==> src/rtl/speedLoopPkg.sv <==
package speedLoopPkg;

  typedef enum logic [1:0] {
    SHAPE_FLAT = 2'd0,
    SHAPE_LIN  = 2'd1,
    SHAPE_SQR  = 2'd2,
    SHAPE_RSV  = 2'd3
  } shapeMode_e;

  // strobes from the timing control into the loop datapath
  typedef struct packed {
    logic startDiv;
    logic clearSpeed;
    logic piStep;
  } loopStrobe_t;

endpackage

==> src/rtl/hallTimer.sv <==
module hallTimer
  import speedLoopPkg::*;
#(
  parameter int TIMEOUT_CYC = 20000,
  parameter int CNT_W       = 15
) (
  input  logic             clk,
  input  logic             rst_n,
  input  logic [2:0]       hallIn,
  input  logic             sampleStrobe,
  output loopStrobe_t      strobes,
  output logic [CNT_W-1:0] period
);

  localparam logic [CNT_W-1:0] LIMIT = CNT_W'(TIMEOUT_CYC);

  logic [2:0]       hallMeta, hallSync, hallPrev;
  logic [1:0]       warmUp;
  logic             primed, haveRef, hallEdge, timedOut;
  logic [CNT_W-1:0] cnt;

  assign primed   = (warmUp == 2'd3);
  assign hallEdge = primed && (hallSync != hallPrev);
  assign timedOut = (cnt == LIMIT);

  always_ff @(posedge clk) begin
    if (!rst_n) begin
      hallMeta <= '0;
      hallSync <= '0;
      hallPrev <= '0;
      warmUp   <= '0;
      haveRef  <= 1'b0;
      cnt      <= '0;
    end else begin
      hallMeta <= hallIn;
      hallSync <= hallMeta;
      hallPrev <= hallSync;
      if (!primed) warmUp <= warmUp + 2'd1;
      if (hallEdge) begin
        cnt     <= '0;
        haveRef <= 1'b1;
      end else if (timedOut) begin
        haveRef <= 1'b0;
      end else begin
        cnt <= cnt + 1'b1;
      end
    end
  end

  assign period             = cnt + 1'b1;
  assign strobes.startDiv   = hallEdge && haveRef && !timedOut;
  assign strobes.clearSpeed = timedOut;
  assign strobes.piStep     = sampleStrobe;

endmodule

==> src/rtl/loopDatapath.sv <==
module loopDatapath
  import speedLoopPkg::*;
#(
  parameter int SPEED_NUM = 1000000,
  parameter int CNT_W     = 15,
  parameter int SPD_W     = 12,
  parameter int MAG_W     = 12,
  parameter int KP        = 4,
  parameter int KI        = 1,
  parameter int GAIN_SH   = 4,
  parameter int INT_W     = 24,
  parameter int INT_MIN   = 0,
  parameter int INT_MAX   = 65535
) (
  input  logic             clk,
  input  logic             rst_n,
  input  loopStrobe_t      strobes,
  input  logic [CNT_W-1:0] period,
  input  logic [SPD_W-1:0] speedSet,
  output logic [SPD_W-1:0] speed,
  output logic [MAG_W-1:0] magnitude
);

  localparam int NUM_W   = $clog2(SPEED_NUM + 1);
  localparam int STEP_W  = $clog2(NUM_W + 1);
  localparam int SPD_MAX = (1 << SPD_W) - 1;
  localparam int ACC_W   = INT_W + 2;
  localparam logic signed [ACC_W-1:0] KP_S    = ACC_W'(KP);
  localparam logic signed [ACC_W-1:0] KI_S    = ACC_W'(KI);
  localparam logic signed [ACC_W-1:0] LO_S    = ACC_W'(INT_MIN);
  localparam logic signed [ACC_W-1:0] HI_S    = ACC_W'(INT_MAX);
  localparam logic signed [ACC_W-1:0] MAGMX_S = ACC_W'((1 << MAG_W) - 1);

  // serial restoring divider: SPEED_NUM / period
  logic [NUM_W-1:0]  numSh, quo, quoNext;
  logic [CNT_W:0]    rem, trial, remNext;
  logic [CNT_W-1:0]  den;
  logic [STEP_W-1:0] stepLeft;
  logic              busy, fits;
  logic [SPD_W-1:0]  speedSat;

  assign trial    = {rem[CNT_W-1:0], numSh[NUM_W-1]};
  assign fits     = trial >= {1'b0, den};
  assign remNext  = fits ? (trial - {1'b0, den}) : trial;
  assign quoNext  = {quo[NUM_W-2:0], fits};
  assign speedSat = (quoNext > NUM_W'(SPD_MAX)) ? SPD_W'(SPD_MAX) : quoNext[SPD_W-1:0];

  always_ff @(posedge clk) begin
    if (!rst_n) begin
      busy     <= 1'b0;
      numSh    <= '0;
      quo      <= '0;
      rem      <= '0;
      den      <= '0;
      stepLeft <= '0;
      speed    <= '0;
    end else if (strobes.clearSpeed) begin
      busy  <= 1'b0;
      speed <= '0;
    end else if (strobes.startDiv) begin
      busy     <= 1'b1;
      numSh    <= NUM_W'(SPEED_NUM);
      quo      <= '0;
      rem      <= '0;
      den      <= period;
      stepLeft <= STEP_W'(NUM_W);
    end else if (busy) begin
      numSh    <= numSh << 1;
      quo      <= quoNext;
      rem      <= remNext;
      stepLeft <= stepLeft - 1'b1;
      if (stepLeft == STEP_W'(1)) begin
        busy  <= 1'b0;
        speed <= speedSat;
      end
    end
  end

  // proportional-integral law
  logic signed [SPD_W:0]       err;
  logic signed [ACC_W-1:0]     errW, integW, integSum, integNext, piSum, piShift;
  logic signed [INT_W-1:0]     integ;
  logic        [MAG_W-1:0]     magNext;

  assign err       = $signed({1'b0, speedSet}) - $signed({1'b0, speed});
  assign errW      = ACC_W'(err);
  assign integW    = ACC_W'(integ);
  assign integSum  = integW + KI_S * errW;
  assign integNext = (integSum > HI_S) ? HI_S : ((integSum < LO_S) ? LO_S : integSum);
  assign piSum     = KP_S * errW + integNext;
  assign piShift   = piSum >>> GAIN_SH;

  always_comb begin
    if (piShift < 0)             magNext = '0;
    else if (piShift > MAGMX_S)  magNext = '1;
    else                         magNext = piShift[MAG_W-1:0];
  end

  always_ff @(posedge clk) begin
    if (!rst_n) begin
      integ     <= '0;
      magnitude <= '0;
    end else if (strobes.piStep) begin
      integ     <= integNext[INT_W-1:0];
      magnitude <= magNext;
    end
  end

endmodule

==> src/rtl/refShaper.sv <==
module refShaper
  import speedLoopPkg::*;
#(
  parameter int MAG_W = 12,
  parameter int V_W   = 8
) (
  input  logic             clk,
  input  logic             rst_n,
  input  logic [MAG_W-1:0] magnitude,
  input  logic [V_W-1:0]   busVolt,
  input  logic [1:0]       shapeSel,
  output logic [MAG_W-1:0] curRef
);

  localparam int PM_W = MAG_W + V_W + 1;
  localparam int PV_W = 2 * V_W + 1;

  function automatic logic [MAG_W-1:0] scaleMag(input logic [MAG_W-1:0] a,
                                                input logic [V_W-1:0] b);
    logic [PM_W-1:0] p;
    p = PM_W'(a) * PM_W'(b) + PM_W'(1 << (V_W - 1));
    p = p >> V_W;
    return (p > PM_W'((1 << MAG_W) - 1)) ? '1 : p[MAG_W-1:0];
  endfunction

  function automatic logic [V_W-1:0] squareV(input logic [V_W-1:0] b);
    logic [PV_W-1:0] p;
    p = PV_W'(b) * PV_W'(b) + PV_W'(1 << (V_W - 1));
    p = p >> V_W;
    return (p > PV_W'((1 << V_W) - 1)) ? '1 : p[V_W-1:0];
  endfunction

  logic [MAG_W-1:0] magReg;
  logic [V_W-1:0]   vReg, vSqReg;
  shapeMode_e       modeReg;

  always_ff @(posedge clk) begin
    if (!rst_n) begin
      magReg  <= '0;
      vReg    <= '0;
      vSqReg  <= '0;
      modeReg <= SHAPE_FLAT;
      curRef  <= '0;
    end else begin
      magReg  <= magnitude;
      vReg    <= busVolt;
      vSqReg  <= squareV(busVolt);
      modeReg <= shapeMode_e'(shapeSel);
      case (modeReg)
        SHAPE_LIN: curRef <= scaleMag(magReg, vReg);
        SHAPE_SQR: curRef <= scaleMag(magReg, vSqReg);
        default:   curRef <= magReg;
      endcase
    end
  end

endmodule

==> src/rtl/speedLoop.sv <==
module speedLoop
  import speedLoopPkg::*;
#(
  parameter int SPEED_NUM   = 1000000,
  parameter int TIMEOUT_CYC = 20000,
  parameter int SPD_W       = 12,
  parameter int MAG_W       = 12,
  parameter int V_W         = 8,
  parameter int KP          = 4,
  parameter int KI          = 1,
  parameter int GAIN_SH     = 4,
  parameter int INT_W       = 24,
  parameter int INT_MIN     = 0,
  parameter int INT_MAX     = 65535
) (
  input  logic             clk,
  input  logic             rst_n,
  input  logic [2:0]       hallIn,
  input  logic [SPD_W-1:0] speedSet,
  input  logic [V_W-1:0]   busVolt,
  input  logic [1:0]       shapeSel,
  input  logic             sampleStrobe,
  output logic [MAG_W-1:0] curRef
);

  localparam int CNT_W = $clog2(TIMEOUT_CYC + 2);

  loopStrobe_t      strobes;
  logic [CNT_W-1:0] period;
  logic [SPD_W-1:0] speed;
  logic [MAG_W-1:0] magnitude;

  hallTimer #(.TIMEOUT_CYC(TIMEOUT_CYC), .CNT_W(CNT_W)) timerU (
    .clk(clk), .rst_n(rst_n), .hallIn(hallIn), .sampleStrobe(sampleStrobe),
    .strobes(strobes), .period(period)
  );

  loopDatapath #(
    .SPEED_NUM(SPEED_NUM), .CNT_W(CNT_W), .SPD_W(SPD_W), .MAG_W(MAG_W),
    .KP(KP), .KI(KI), .GAIN_SH(GAIN_SH), .INT_W(INT_W),
    .INT_MIN(INT_MIN), .INT_MAX(INT_MAX)
  ) pathU (
    .clk(clk), .rst_n(rst_n), .strobes(strobes), .period(period),
    .speedSet(speedSet), .speed(speed), .magnitude(magnitude)
  );

  refShaper #(.MAG_W(MAG_W), .V_W(V_W)) shapeU (
    .clk(clk), .rst_n(rst_n), .magnitude(magnitude), .busVolt(busVolt),
    .shapeSel(shapeSel), .curRef(curRef)
  );

endmodule

==> config.mk <==
export PLATFORM = sky130hd
export DESIGN_NAME = speedLoop
export DESIGN_NICKNAME = d
export VERILOG_FILES = /design/src/rtl/speedLoopPkg.sv /design/src/rtl/hallTimer.sv /design/src/rtl/loopDatapath.sv /design/src/rtl/refShaper.sv /design/src/rtl/speedLoop.sv
export SDC_FILE = /design/constraint.sdc
export NUM_CORES = 1
export LEC_CHECK = 0
export BUFFER_PORTS_ARGS = -buffer_cell sky130_fd_sc_hd__buf_2
export CAP_MARGIN = 20
export CORE_ASPECT_RATIO = 1.25
export CORE_MARGIN = 2
export CORE_UTILIZATION = 60
export CTS_BUF_LIST = sky130_fd_sc_hd__clkbuf_4 sky130_fd_sc_hd__clkbuf_8
export CTS_CLUSTER_DIAMETER = 80
export DETAILED_ROUTE_END_ITERATION = 12
export HOLD_SLACK_MARGIN = 0.12
export PLACE_DENSITY = 0.77
export SETUP_SLACK_MARGIN = 0.02
export SLEW_MARGIN = 20
export SYNTH_ARGS = -nofsm -noshare
export SYNTH_HDL_FRONTEND = slang
export SYNTH_SLANG_ARGS = --single-unit
==> constraint.sdc <==
create_clock -name clk -period 9.5 [get_ports clk]
set_input_delay 0 -clock clk [delete_from_list [all_inputs] [get_ports clk]]
set_output_delay 0 -clock clk [all_outputs]
set_load 0.05 [all_outputs]
==> out/qor.csv <==
metric,value,unit
status,finished clean,
yosys.area.top_type,dfxtp_1,
die_area,30900,um2
layout.cells.non_filler,2495,
power_frac_comb,34.5,%
switching_share,38.3,%
synth.avg_cell_area,8.49,um2
ys_ff_latch,186,
maxCapViolCount,0,
synth-edff-count,0,
worst_ep_required_time,9810,ps
async_flop_share,0,%
slowest_stage,or4_1,
worst_slew_pin_slew,995,ps
syn_area,17700,um2
critPathLaunch,pathU.speed[0]$_SDFFE_PP0P_,
wire_per_inst,15.5,um
crit_top_cell,a21o_1,
cts-root-buf,clkbuf_8,
setup_viol,0,
layout-drive-gt1-share,5.86,%
routed_wl,38700,um
critPathLaunchType,flop,
maxSlewHeadroom,33.2,%
clkLatencyLatePin,500,ps
synth_common_cells,"inv_1 (248), ha_1 (209), dfxtp_1 (186)",
portBuffers,39,
dieHeight,196,um
r2r-start,pathU.speed[0]$_SDFFE_PP0P_,
numCtsBuffers,17,
cts.clk_slew.worst_paths,120,ps
grt_start_max_net_pins,81,
grt_overflow_total,0,
syn_inst,2086,
finalCriticalPeriod,8810,ps
synth.most_common_cell,inv_1,
yosysUniqueCellTypes,72,
power.density,118,nW/um2
synth_area_leaders,"dfxtp_1 (21%), fa_1 (16%), ha_1 (15%), and2_1 (5.6%), inv_1 (5.3%)",
cts_sinks,186,
diodes,0,
postCtsSetupBuffers,0,
p_int,0.00136,W
ant_nets,0,
tns,0,ps
multiInputGateArea,12800,um2
place_inst,2450,
gp_congestion,0.898,
max_freq,113,MHz
seqCellArea,3720,um2
power_switching,0.000847,W
firstDrtPassIters,5,
grt_pass1_vias,14311,
htreeDepth,4,
cts_tree,built,
first_iter_violations,807,
hpwl,29500,um
cp_max_fo,14,
io_pins,40,
endpoint_kind,flop,
post-route-period-util,92.8,%
rsz0062_at_grt,no,
hp-class,input pin to flop,
num_vias,14283,
cts_buffer_depth,2,
ys.flop_type,dfxtp_1,
antenna_found_initial,1,
sequentialPowerShare,40.2,%
vias_per_cell,5.72,
peakVddDrop,0.0000973,V
clock_power_share,25.3,%
start_util,60.7,%
final-max-slew-violation-count,0,
grt_pass1_wl,66000,um
hold_viol,0,
grt_usage,26.0,%
yosysSeqAreaShare,21.0,%
yosys_warnings,0,
num_rows,70,
area_growth,5.79,%
coreArea,29200,um2
arrival,9120,ps
slowest_delay,610,ps
fin_skew,22.9,ps
drcViolationCount,0,
nFillCells,2499,
yosys.area.top_type_share,21.0,%
die_x,158,um
leakagePower,9.07,nW
nets,2468,
hp-start,rst_n,
criticalPathCategory,flop to flop,
==> cell families (layout without fill, tap and decap cells) <==
logic type / after synthesis / in the layout / share of synthesized area [%]
muxes: 32 / 32 / 1.82
other: 2 / 9 / 0.0424
and+or+nand+nor: 676 / 676 / 18.8
xor gates and xnor gates: 87 / 87 / 4.30
DFF: 186 / 186 / 21.0
adders and majority gates: 353 / 353 / 31.0
buffers and inverters: 338 / 344 / 7.21
AOI/OAI and AO/OA: 412 / 412 / 15.8
==> metrics by stage <==
| step | area, um2 | setup slack [ps] | utilization [%] | hold slack, ps | total power (W) |
|---|---|---|---|---|---|
| floorplan | 17700 | 1490 | - | 122 | 0.00147 |
| global placement | 18200 | 968 | 62.3 | 212 | 0.00163 |
| detailed placement | 18200 | 751 | 62.3 | 211 | 0.00166 |
| CTS | 18700 | 714 | 64.2 | 157 | 0.00222 |
| global route | 18700 | 27.8 | 64.2 | 178 | 0.00236 |
| finish | 18700 | 685 | 64.2 | 163 | 0.00221 |
==> final timing paths <==
check        slack [ps]  cells past startpoint                              end
max                 690                     34  pathU.magnitude[9]$_SDFFE_PN0P_
min                 160                      4      shapeU.vSqReg[1]$_SDFF_PN0_
max reg2reg         690                     34  pathU.magnitude[9]$_SDFFE_PN0P_
min reg2reg         440                      1    timerU.hallSync[0]$_SDFF_PN0_
==> cell type report <==
class / count / share of cell area (%)
tap: 396 / 2.64
multi-input combinational: 1569 / 68.1
timing repair buffer: 64 / 2.23
clock buffer: 17 / 1.25
inverter: 249 / 4.99
clock inverter: 14 / 0.955
sequential: 186 / 19.9
==> repair_timing <==
action	CTS	global route
gates resized for setup	0	1
hold buffers	14	0
endpoints found under the hold margin	18	0
setup endpoints to repair	0	12
==> worst max-delay path, delay by kind of cell, from the launching register on <==
family,cells,cell delay (ps)
AO/OA/AOI/OAI,22,4230
XOR/XNOR,1,150
adder cells (fa/ha/maj),4,1420
buffers and inverters,1,280
flip-flops,1,330
AND/OR/NAND/NOR,6,2150
==> registers in the layout, indices dropped and copies added (netlist names), 3 cells and up <==
| name | flops |
|---|---|
| pathU.den | 15 |
| pathU.integ | 24 |
| pathU.magnitude | 12 |
| pathU.numSh | 14 |
| pathU.quo | 19 |
| pathU.rem | 15 |
| pathU.speed | 12 |
| pathU.stepLeft | 5 |
| shapeU.curRef | 12 |
| shapeU.magReg | 12 |
| shapeU.vReg | 8 |
| shapeU.vSqReg | 8 |
| timerU.cnt | 15 |
| timerU.hallMeta | 3 |
| timerU.hallPrev | 3 |
| timerU.hallSync | 3 |
==> per-layer routing <==
layer	vias to the layer above	share of wire (%)	wire length, um	track usage [%]
met5	-	0	0	0
met4	0	2.3	884	7.88
met3	77	3.5	1360	2.81
met2	303	52	20100	47.5
met1	6931	42	16400	31.7
li1	6972	-	-	-
==> placed cells by master (no fill, tap or decap), types with 4 or more instances in the layout <==
master / count
nor2b_1: 29
ha_1: 209
inv_1: 248
dfxtp_1: 186
nor3b_1: 5
fa_1: 144
buf_2: 39
nand2_1: 181
o21ai_0: 96
a31oi_1: 30
o21a_1: 9
o31ai_1: 6
a211oi_1: 23
and2_1: 158
o221a_2: 17
xnor2_1: 50
o21bai_1: 13
dlygate4sd3_1: 14
nand2b_1: 14
or3_1: 5
nand4_1: 11
and3_1: 24
conb_1: 9
or4_1: 4
nor4_1: 5
a21boi_0: 13
nand3_1: 26
buf_4: 11
a21o_1: 36
nor2_1: 173
inv_8: 4
xor2_1: 37
a22oi_1: 33
o211ai_1: 8
a21oi_1: 81
a32oi_1: 6
a41oi_1: 5
clkbuf_8: 17
mux2i_1: 31
nor3_1: 27
==> power groups by stage <==
stage / combinational (W) / clock (W) / sequential [W]
final: 0.000762 / 0.000560 / 0.000889
after global routing: 0.000862 / 0.000601 / 0.000894
after detailed placement: 0.000752 / 0 / 0.000905
after global placement: 0.000723 / 0 / 0.000904
after floorplan: 0.000613 / 0 / 0.000862
after CTS: 0.000761 / 0.000568 / 0.000887
Power figures use the tool's default switching activity.
